$ cat config.mk
export PLATFORM = sky130hd
export DESIGN_NAME = bkp_switch_ctrl
export DESIGN_NICKNAME = d
export VERILOG_FILES = /design/src/rtl/bkp_pkg.sv /design/src/rtl/bkp_flag_sync.sv /design/src/rtl/bkp_req_latch.sv /design/src/rtl/bkp_mode_fsm.sv /design/src/rtl/bkp_out_gate.sv /design/src/rtl/bkp_switch_ctrl.sv
export SDC_FILE = /design/constraint.sdc
export NUM_CORES = 1
export LEC_CHECK = 0
export BUFFER_PORTS_ARGS = -buffer_cell sky130_fd_sc_hd__buf_4
export CELL_PAD_IN_SITES_DETAIL_PLACEMENT = 0
export CELL_PAD_IN_SITES_GLOBAL_PLACEMENT = 1
export CORE_MARGIN = 2
export CORE_UTILIZATION = 35
export DETAILED_ROUTE_END_ITERATION = 7
export PLACE_DENSITY = 0.75
export SYNTH_ARGS = -nofsm -noshare
export SYNTH_HDL_FRONTEND = slang
export SYNTH_SLANG_ARGS = --single-unit
$ cat constraint.sdc
create_clock -name clk -period 1.7 [get_ports clk]
set_clock_uncertainty 0.05 [all_clocks]
set_input_delay 0.17 -clock clk [delete_from_list [all_inputs] [get_ports clk]]
set_output_delay 0.17 -clock clk [all_outputs]
set_load 0.02 [all_outputs]
$ cat src/rtl/bkp_pkg.sv
// Shared types and constants for the battery-backup switchover controller.
// Assumes the flag vector layout below is used by every submodule.
package bkp_pkg;

    // Power-path mode; the switch enables are decoded from this value.
    typedef enum logic [1:0] {
        MODE_MAIN = 2'd0,
        MODE_BATT = 2'd1,
        MODE_SAVE = 2'd2
    } pwr_mode_e;

    localparam int FLAG_W      = 5;
    localparam int F_BELOW_RST = 0;
    localparam int F_NEAR_BAT  = 1;
    localparam int F_CLEAR_BAT = 2;
    localparam int F_PF_OK     = 3;
    localparam int F_BKP_REQ   = 4;

    // Reset image of the flags: supply assumed absent, request defaults high.
    localparam logic [FLAG_W-1:0] FLAG_RST = 5'b10011;

endpackage

$ cat src/rtl/bkp_flag_sync.sv
// Multi-stage synchroniser for the asynchronous comparator flags.
// Assumes each flag is a level that stays put for several clock periods;
// no bus coherence is promised across bits.
module bkp_flag_sync #(
    parameter int                WIDTH   = 5,
    parameter int                STAGES  = 2,
    parameter logic [WIDTH-1:0]  RST_VAL = '0
) (
    input  logic             clk,
    input  logic             rst_n,
    input  logic [WIDTH-1:0] d_i,
    output logic [WIDTH-1:0] q_o
);

    logic [WIDTH-1:0] stg_q [STAGES];

    for (genvar g = 0; g < STAGES; g++) begin : g_stage
        if (g == 0) begin : g_first
            // Purpose: first stage samples the raw flags.
            always_ff @(posedge clk) begin
                if (!rst_n) stg_q[g] <= RST_VAL;
                else        stg_q[g] <= d_i;
            end
        end else begin : g_next
            // Purpose: later stages settle metastability.
            always_ff @(posedge clk) begin
                if (!rst_n) stg_q[g] <= RST_VAL;
                else        stg_q[g] <= stg_q[g-1];
            end
        end
    end

    assign q_o = stg_q[STAGES-1];

endmodule

$ cat src/rtl/bkp_req_latch.sv
// Captures the backup request when the supply falls through the reset
// threshold. The captured bit has no reset: after a battery change its
// value is undetermined until the first crossing. The edge detector
// resets to "below", so a reset taken while the supply is low is not
// treated as a crossing.
module bkp_req_latch (
    input  logic clk,
    input  logic rst_n,
    input  logic below_rst_s,
    input  logic bkp_req_s,
    output logic sel_backup_o,
    output logic latched_o
);

    logic prev_below_q;
    logic latched_q;
    logic capture;

    assign capture = below_rst_s & ~prev_below_q;

    // Purpose: remember the previous threshold flag for edge detection.
    always_ff @(posedge clk) begin
        if (!rst_n) prev_below_q <= 1'b1;
        else        prev_below_q <= below_rst_s;
    end

    // Purpose: hold the request sampled at the falling supply crossing.
    always_ff @(posedge clk) begin
        if (capture) latched_q <= bkp_req_s;
    end

    // Forward the fresh sample so a same-cycle switchover sees it.
    assign sel_backup_o = capture ? bkp_req_s : latched_q;
    assign latched_o    = latched_q;

endmodule

$ cat src/rtl/bkp_mode_fsm.sv
// Three-state power-path sequencer. Leaves normal mode on the near-battery
// flag, picking backup or saving from the captured request; returns only on
// the clear-of-battery flag, giving the 50/70 mV hysteresis band.
module bkp_mode_fsm
    import bkp_pkg::*;
(
    input  logic      clk,
    input  logic      rst_n,
    input  logic      near_bat_s,
    input  logic      clear_bat_s,
    input  logic      sel_backup,
    output pwr_mode_e mode_o
);

    pwr_mode_e mode_q, mode_d;

    // Purpose: next-mode decision.
    always_comb begin
        mode_d = mode_q;
        unique case (mode_q)
            MODE_MAIN: if (near_bat_s)  mode_d = sel_backup ? MODE_BATT : MODE_SAVE;
            MODE_BATT: if (clear_bat_s) mode_d = MODE_MAIN;
            MODE_SAVE: if (clear_bat_s) mode_d = MODE_MAIN;
            default:                    mode_d = MODE_SAVE;
        endcase
    end

    // Purpose: mode register, both switches open after reset.
    always_ff @(posedge clk) begin
        if (!rst_n) mode_q <= MODE_SAVE;
        else        mode_q <= mode_d;
    end

    assign mode_o = mode_q;

endmodule

$ cat src/rtl/bkp_out_gate.sv
// Decodes switch enables and status outputs from the mode, and gates the
// chip-enable and power-fail paths. Chip-enable stays combinational so the
// decoder-to-memory delay is not lengthened by a clock.
module bkp_out_gate
    import bkp_pkg::*;
(
    input  pwr_mode_e mode_i,
    input  logic      below_rst_s,
    input  logic      pf_ok_s,
    input  logic      ce_n_i,
    output logic      main_sw_en_o,
    output logic      batt_sw_en_o,
    output logic      batt_on_o,
    output logic      low_line_n_o,
    output logic      ce_n_o,
    output logic      pfo_n_o
);

    logic on_main;
    logic supply_good;

    // Purpose: one-hot style decode keeps the two switches exclusive.
    always_comb begin
        on_main      = (mode_i == MODE_MAIN);
        supply_good  = on_main & ~below_rst_s;
        main_sw_en_o = on_main;
        batt_sw_en_o = (mode_i == MODE_BATT);
        batt_on_o    = (mode_i == MODE_BATT);
        low_line_n_o = supply_good;
        ce_n_o       = ce_n_i | ~supply_good;
        pfo_n_o      = pf_ok_s & on_main;
    end

endmodule

$ cat src/rtl/bkp_switch_ctrl.sv
// Top of the conditional battery-backup switchover controller.
// Assumes comparator flags are asynchronous levels; all are synchronised
// with SYNC_STAGES flops before use.
module bkp_switch_ctrl
    import bkp_pkg::*;
#(
    parameter int SYNC_STAGES = 2
) (
    input  logic clk,
    input  logic rst_n,
    input  logic vcc_low_i,
    input  logic vcc_near_bat_i,
    input  logic vcc_clear_bat_i,
    input  logic pf_ok_i,
    input  logic backup_req_i,
    input  logic ce_n_i,
    output logic main_sw_en_o,
    output logic batt_sw_en_o,
    output logic batt_on_o,
    output logic low_line_n_o,
    output logic ce_n_o,
    output logic pfo_n_o
);

    logic [FLAG_W-1:0] flags_raw;
    logic [FLAG_W-1:0] flags_s;
    logic              sel_backup;
    logic              latched_w;
    pwr_mode_e         mode;

    always_comb begin
        flags_raw              = '0;
        flags_raw[F_BELOW_RST] = vcc_low_i;
        flags_raw[F_NEAR_BAT]  = vcc_near_bat_i;
        flags_raw[F_CLEAR_BAT] = vcc_clear_bat_i;
        flags_raw[F_PF_OK]     = pf_ok_i;
        flags_raw[F_BKP_REQ]   = backup_req_i;
    end

    bkp_flag_sync #(
        .WIDTH  (FLAG_W),
        .STAGES (SYNC_STAGES),
        .RST_VAL(FLAG_RST)
    ) u_sync (
        .clk  (clk),
        .rst_n(rst_n),
        .d_i  (flags_raw),
        .q_o  (flags_s)
    );

    bkp_req_latch u_latch (
        .clk         (clk),
        .rst_n       (rst_n),
        .below_rst_s (flags_s[F_BELOW_RST]),
        .bkp_req_s   (flags_s[F_BKP_REQ]),
        .sel_backup_o(sel_backup),
        .latched_o   (latched_w)
    );

    bkp_mode_fsm u_fsm (
        .clk        (clk),
        .rst_n      (rst_n),
        .near_bat_s (flags_s[F_NEAR_BAT]),
        .clear_bat_s(flags_s[F_CLEAR_BAT]),
        .sel_backup (sel_backup),
        .mode_o     (mode)
    );

    bkp_out_gate u_gate (
        .mode_i      (mode),
        .below_rst_s (flags_s[F_BELOW_RST]),
        .pf_ok_s     (flags_s[F_PF_OK]),
        .ce_n_i      (ce_n_i),
        .main_sw_en_o(main_sw_en_o),
        .batt_sw_en_o(batt_sw_en_o),
        .batt_on_o   (batt_on_o),
        .low_line_n_o(low_line_n_o),
        .ce_n_o      (ce_n_o),
        .pfo_n_o     (pfo_n_o)
    );

endmodule

Yosys cells after proc, flatten, opt, wreduce, memory -nomap -nowiden
Memories as Yosys holds them, arrays and structs flattened.
Index checks and enable logic that the tools add are counted.
Word-level totals
  flip-flop bits (word level): 4
  memory bits (writable): 10
  input bits: 8
  output and inout bits: 6
  logic and storage cells: 29
  memories: 1
Memories
  u_sync.stg_q: words 2, width 5, rd ports 2, clocked after Yosys merged registers in 0, wr ports 2, RTL line bkp_flag_sync.sv:15  | logic [WIDTH-1:0] stg_q [STAGES];
Cells by class
  equality and inequality tests: 4
  multiplexer cells: 9
  bitwise operators: 9
  reductions and logical operators: 3
Operators with widths (number)
  5-bit 2-to-1 mux: 2
  2-bit 2-to-1 mux: 3
  2-bit by 1-bit inequality test with 1-bit output, second input constant: 2
  2-bit case mux with 2 select lines: 1
  1-bit AND: 3
  1-bit 2-to-1 mux: 3
  1-bit NOT: 3
  1-bit OR: 3
  2-bit by 1-bit == test with 1-bit output, second input constant: 1
  2-bit == test, second input constant: 1
  2-bit zero test: 1
  2-bit AND reduction: 1
  2-bit OR reduction: 1

Longest topological paths before layout
Gate-level depths: netlist of the first run.
  word-level depth: 6
  mapped depth: 5
  gate-level depth less buffers: 5

Hierarchy
From an unflattened synthesis of the first run, not the netlist that was laid out.
Second synthesis, totals
  cells, all modules: 44
  area total of the unflattened synthesis: 493.0 µm²
By module, submodules not included
  bkp_flag_sync: times used 1, cells each 20, area each 262.8 µm², seq. area each 200.2 µm²
  bkp_mode_fsm: times used 1, cells each 13, area each 125.1 µm², seq. area each 40.0 µm²
  bkp_req_latch: times used 1, cells each 5, area each 67.6 µm², seq. area each 40.0 µm²
  bkp_out_gate: times used 1, cells each 6, area each 37.5 µm², seq. area each 0.0 µm²

Worst setup path after synthesis of the first run
OpenSTA, ideal clock, no wires.
  path kind: register to output
  start point: register u_fsm.mode_q[0], in the netlist u_fsm.mode_o[0]
  end point: output port ce_n_o
  arrival: 1304 ps
  required time: 1480 ps
  setup slack: 176 ps
  cell stages (with the launch flop): 5
  buffers on the path: 0
  path through: dfxtp_1 > inv_1 > ha_1 > nor2b_1 > nand2b_1
On the way
  longest elaborated chain between the ends: 4
Ends and longest elaborated chain
  start, declared: RTL line bkp_mode_fsm.sv:15  | pwr_mode_e mode_q, mode_d;
  start signal, assigned: RTL line bkp_mode_fsm.sv:31  | else mode_q <= mode_d;
  2-bit zero test: RTL line bkp_out_gate.sv:24  | on_main = (mode_i == MODE_MAIN);
  net main_sw_en_o: RTL line bkp_switch_ctrl.sv:17  | output logic main_sw_en_o,
  1-bit AND: RTL line bkp_out_gate.sv:25  | supply_good = on_main & ~below_rst_s;
  net low_line_n_o: RTL line bkp_switch_ctrl.sv:20  | output logic low_line_n_o,
  1-bit NOT: RTL line bkp_out_gate.sv:30  | ce_n_o = ce_n_i | ~supply_good;
  1-bit OR: RTL line bkp_out_gate.sv:30
  end, declared: RTL line bkp_switch_ctrl.sv:21  | output logic ce_n_o,
The timed path passes the listed nets, and every way through them passes these cells.

Worst setup path after layout of the first run
  start point: register u_fsm.mode_q[0], in the netlist u_fsm.mode_o[0]
  end point: register u_fsm.mode_q[0], in the netlist u_fsm.mode_o[0]
On the way
  longest elaborated chain between the ends: 4
  elaborated cells between the ends (all ways): 8
  those cells by class: eq/ne: 4; mux: 1; reduce/logical: 3
Ends and longest elaborated chain
  2-bit by 1-bit == test with 1-bit output / 2-bit == test (equally long branches): RTL line bkp_mode_fsm.sv:20  | unique case (mode_q)
  2-bit OR reduction (no source line)
  2-bit by 1-bit inequality test with 1-bit output (no source line)
  2-bit AND reduction (no source line)
Several ways; a longest one is shown, not always the timed one.
A chain may end at the register's enable or synchronous reset.

==> results of run 1 <==
## layout make-up
cell class / count / area [um2]
multi-input combinational: 30 / 234.0
sequential: 14 / 280.3
clock buffer: 4 / 36.28
fill: 160 / 795.8
tap: 16 / 20.02
timing repair buffer: 13 / 97.59
inverter: 2 / 7.507
## worst paths after layout
check,slack (ns),to
setup / recovery,0.14,u_fsm.mode_o[0]$_SDFFE_PN0P_
hold / removal,0.03,u_sync.stg_q[0][4]$_SDFF_PN1_
setup reg to reg,0.14,u_fsm.mode_o[0]$_SDFFE_PN0P_
hold reg to reg,0.36,u_sync.stg_q[1][0]$_SDFF_PN1_
## flip-flops by register name, summed over array words and instances, names as in the netlist
register	count
u_sync.stg_q	10
u_fsm.mode_o	2
u_latch.prev_below_q	1
u_latch.latched_o	1
## kinds of logic (layout without fill, tap and decap cells)
| group | Yosys count | count (layout) | synth area share |
|---|---|---|---|
| multiplexers | 1 | 1 | 0.02816 |
| AND/OR/NAND/NOR | 23 | 23 | 0.2699 |
| adder cells (fa/ha/maj) | 4 | 4 | 0.09390 |
| buffers and inverters | 4 | 19 | 0.03522 |
| AO/OA/AOI/OAI | 2 | 2 | 0.04694 |
| flip-flops | 14 | 14 | 0.5258 |
## worst max-delay path, cell delays in order (launching register included)
cell	delay (ns)
dfxtp_1	0.38
inv_1	0.08
ha_1	0.29
nor2b_1	0.15
or2_1	0.25
a32o_1	0.26
## cells in the mapped netlist (2+ instances only)
cell type and n:
ha_1 4, inv_1 2, nand2b_1 9, dfxtp_1 14, and2_1 5, nor2b_1 4
## metal layers
metal	vias to the layer above	global-route usage	share of wire
li1	186	-	-
met1	152	0.09840	0.47
met2	12	0.1333	0.43
met3	2	0.05106	0.080
met4	0	0.07273	0.017
met5	-	0	0
## cells in the final DEF (no fill, tap or decap), drive strengths merged
cell,instances
mux2,1
nor4,1
nand2,1
a221oi,1
a32o,1
dfxtp,14
clkbuf,4
inv,2
or2,1
ha,4
nand2b,9
nor2b,4
and2,5
nor3,1
and4b,1
buf,13
## through the flow
step                      utilization  hold slack [ns]  setup WS [ns]  cells  power, mW
after global routing           0.4592          0.02291        0.04865     79     0.6761
after detailed placement       0.4345           0.3071         0.1273     75     0.4236
after floorplan                     -           0.1930         0.1758     48     0.4000
final                          0.4592          0.02505         0.1353     79     0.6395
after global placement         0.4345           0.3024         0.1602     75     0.4225
after CTS                      0.4592          0.01617         0.1190     79     0.6523
## power by group
part | internal, mW | switching [mW]
registers | 0.346 | 0.00560
clock network | 0.130 | 0.0950
logic | 0.0357 | 0.0269
total | 0.512 | 0.127
==> impl_metrics.json, run 1 <==
{
  "cts_tree": "yes",
  "hold_violations": 0,
  "grt_setup_unrepaired": "false",
  "fin_crit_ns": 1.565,
  "drive_gt1_frac": 0.3016,
  "hold_buffers": 0,
  "vias": 352,
  "ys_seq_area_frac": 0.5258,
  "postCtsSetupRepairBufs": 0,
  "yosysTopAreaCell": "dfxtp_1",
  "syn_area_per_cell_um2": 11.10,
  "p_per_area_nw_per_um2": 946.5,
  "status": "completed",
  "relSlewSlack": 0.8265,
  "endpoint_kind": "flip-flop",
  "area_growth_pct": 26.76,
  "ys_warn_count": 0,
  "fmax_ghz": 0.6391,
  "yosys.cell_types.count": 16,
  "routed_wl_um": 696,
  "nets": 76,
  "setup_tns_ns": 0,
  "hold_depth": 2,
  "dpl.hpwl_um": 516.9,
  "synthTopCellsByArea": "dfxtp_1, nand2b_1, ha_1, and2_1, nor2b_1",
  "core_area_um2": 1471,
  "grt_pass1_wl_mm": 1.159,
  "die-width_um": 43.03,
  "yosys_register_bits": 14,
  "num_rows": 14,
  "finalSetupViolCount": 0,
  "report.final.slew_viol_count": 0,
  "drtIter0Drc": 4,
  "period_share": 0.9204,
  "cts-htree-levels": 1,
  "grt-ovfl-total": 0,
  "r2r-start": "u_fsm.mode_o[0]$_SDFFE_PN0P_",
  "ios": 14,
  "numCtsBuffers": 3,
  "initial_core_util": 0.3622,
  "post_cts_resized": 0,
  "worstSetupPathType": "reg2reg",
  "worstPathMaxFanout": 4,
  "worstPathRequired_ns": 1.82,
  "firstDrtPassIters": 4,
  "hold_class": "in2reg",
  "first_global_vias": 282,
  "ys_async_sr_fraction": 0,
  "design_area_um2": 675.6,
  "clock_latency_ns": 0.27,
  "arrival_ns": 1.68,
  "grt_max_degree": 16,
  "cts_root_buf": "clkbuf_4",
  "grt_use_total": 0.09243,
  "wl_per_cell_um": 8.810,
  "fp.dieH_um": 43.03,
  "p_leak_nw": 0.3018,
  "clkSlewWorstSetupHoldPaths_ns": 0.08,
  "syn_nets": 60,
  "yosys_most_used_dff": "dfxtp_1",
  "netlist.area_leader.share": 0.5258,
  "cts_max_path_buffers": 2,
  "drc": 0,
  "synth_edf_count": 0,
  "gp_congestion": 0.6316,
  "vdd_ir_drop_max_v": 0.0006018,
  "max_cap_violations": 0,
  "worstMarginPinSlew_ns": 0.2579,
  "placed_area_um2": 639.4,
  "port_buffers": 13,
  "dieArea_um2": 1851,
  "vias_per_cell": 4.456,
  "synthCells": 48,
  "num_antenna_cells": 0,
  "clock-sinks": 14,
  "antenna_found_initial": 0,
  "critPathLaunchType": "flip-flop",
  "ant_nets": 0,
  "mappedNetlistArea_um2": 533.0,
  "min_from": "backup_req_i",
  "cp-startpoint": "u_fsm.mode_o[0]$_SDFFE_PN0P_",
  "r2r_cells": 5
}
Note: power is estimated with default switching activity, not from simulation.
==> run 2, diff against run 1 <==
PLACE_DENSITY = default   (was 0.75)
PLACE_DENSITY_LB_ADDON = 0.1   (was default)
==> run 2 against run 1 <==
Against the previous run:
- register-to-register slack about the same
- via count down 0.85%
- first-iteration DRC count down 25%
- clock power down 23%
- largest power group unchanged
- highest routed layer is now met3
==> impl_metrics.json, run 2 (synthesis gave the netlist of run 1 again) <==
{
  "status": "completed",
  "postCtsSetupRepairBufs": 0,
  "dpl.hpwl_um": 532,
  "first_global_vias": 292,
  "area_growth_pct": 24.18,
  "comb_power_share": 0.105,
  "port_buffers": 13,
  "grt_pass1_wl_mm": 1.131,
  "cts_root_buf": "clkbuf_4",
  "grt_max_degree": 16,
  "ios": 14,
  "p_leak_nw": 0.2946,
  "grt_setup_unrepaired": "false",
  "routed_wl_um": 681,
  "firstDrtPassIters": 4,
  "regMostFlops": "u_sync.stg_q",
  "report.final.slew_viol_count": 0,
  "grt-ovfl-total": 0,
  "dieArea_um2": 1851,
  "cts-htree-levels": 1,
  "fillers": 170,
  "final_cells": 78,
  "setup_tns_ns": 0,
  "drive_gt1_frac": 0.2903,
  "worstSetupPathType": "reg2reg",
  "clkPwrFrac": 0.295,
  "wl_per_cell_um": 8.731,
  "numCtsBuffers": 3,
  "holdPathEnd": "u_sync.stg_q[0][4]$_SDFF_PN1_",
  "dp_cells": 75,
  "multiInputGateArea_um2": 234.0,
  "drtIter0Drc": 3,
  "post_cts_resized": 0,
  "relSlewSlack": 0.8259,
  "p_per_area_nw_per_um2": 886.1,
  "ff_latch_area_um2": 280.3,
  "fmax_ghz": 0.6399,
  "clock_latency_ns": 0.27,
  "layout_common_cells": "dfxtp_1, buf_4, nand2b_1, and2_1",
  "core_area_um2": 1471,
  "cts_tree": "yes",
  "drc": 0,
  "endpoint_kind": "flip-flop",
  "clock-sinks": 14,
  "hold_violations": 0,
  "worstPathMaxFanout": 4,
  "r2r_cells": 5,
  "ant_nets": 0,
  "antenna_found_initial": 0,
  "gp_congestion": 0.6064,
  "vdd_ir_drop_max_v": 0.0003940,
  "min_from": "backup_req_i",
  "finalSetupViolCount": 0,
  "worstMarginPinSlew_ns": 0.2587,
  "cts_max_path_buffers": 2,
  "worstPathRequired_ns": 1.81,
  "final_common_cell": "dfxtp_1",
  "max_cap_violations": 0,
  "p_int_mw": 0.4636,
  "regToRegSetupSlack_ns": 0.14,
  "pwr-share-seq": 0.600,
  "num_rows": 14,
  "worstReg2RegEnd": "u_fsm.mode_o[0]$_SDFFE_PN0P_",
  "vias_per_cell": 4.474,
  "switching_power_mw": 0.1229,
  "die-width_um": 43.03,
  "grt_use_total": 0.08699,
  "nets": 76,
  "clkSlewWorstSetupHoldPaths_ns": 0.07,
  "critPathLaunchType": "flip-flop",
  "finalPower_mw": 0.5865,
  "hold_buffers": 0,
  "fin_crit_ns": 1.563,
  "hold_class": "in2reg",
  "vias": 349,
  "fp.dieH_um": 43.03,
  "largest_reg_flops": 10,
  "r2r-start": "u_fsm.mode_o[0]$_SDFFE_PN0P_",
  "arrival_ns": 1.68,
  "hold_depth": 2,
  "switching_share": 0.2095,
  "num_antenna_cells": 0,
  "initial_core_util": 0.3622,
  "period_share": 0.9193
}
[run 2: final cells by class]
cell class,instances,share of cell area
sequential,14,0.4234
multi-input combinational,30,0.3535
tap,16,0.03025
clock buffer,3,0.03403
inverter,2,0.01134
timing repair buffer,13,0.1474
[run 2: power groups by stage]
stage / registers, mW / clock network [mW] / logic [mW]
2_1_floorplan: 0.358 / 0 / 0.0417
3_3_place_gp: 0.360 / 0 / 0.0634
3_5_place_dp: 0.360 / 0 / 0.0634
4_1_cts: 0.352 / 0.187 / 0.0636
5_1_grt: 0.354 / 0.199 / 0.0696
6_report: 0.352 / 0.173 / 0.0618
[run 2: worst max-delay path by stage]
stage,slack (ns),endpoint,start
after floorplan,0.18,ce_n_o,u_fsm.mode_o[0]$_SDFFE_PN0P_
after global placement,0.15,u_fsm.mode_o[0]$_SDFFE_PN0P_,u_fsm.mode_o[0]$_SDFFE_PN0P_
after detailed placement,0.13,u_fsm.mode_o[0]$_SDFFE_PN0P_,u_fsm.mode_o[0]$_SDFFE_PN0P_
after CTS,0.12,u_fsm.mode_o[0]$_SDFFE_PN0P_,u_fsm.mode_o[0]$_SDFFE_PN0P_
after global routing,0.03,u_fsm.mode_o[0]$_SDFFE_PN0P_,u_fsm.mode_o[0]$_SDFFE_PN0P_
final,0.14,u_fsm.mode_o[0]$_SDFFE_PN0P_,u_fsm.mode_o[0]$_SDFFE_PN0P_
[run 2: stage by stage]
step	hold slack, ns	utilization	instance area, um2	worst slack, ns
finish	0.03081	0.4498	661.9	0.1372
global route	0.01909	0.4498	661.9	0.02727
CTS	0.01699	0.4498	661.9	0.1209
detailed placement	0.3060	0.4345	639.4	0.1282
global placement	0.3042	0.4345	639.4	0.1508
floorplan	0.1930	-	533.0	0.1758
[run 2: worst max-delay path, cell delays in order (launching register included)]
cell	delay, ns
dfxtp_1	0.38
inv_1	0.08
ha_1	0.29
nor2b_1	0.15
or2_1	0.25
a32o_1	0.26
[run 2: metal layers]
metal / part of all wire / GRT usage
met5: 0 / 0
met2: 0.50 / 0.1364
met1: 0.41 / 0.09524
met3: 0.090 / 0.03830
met4: 0 / 0.05455
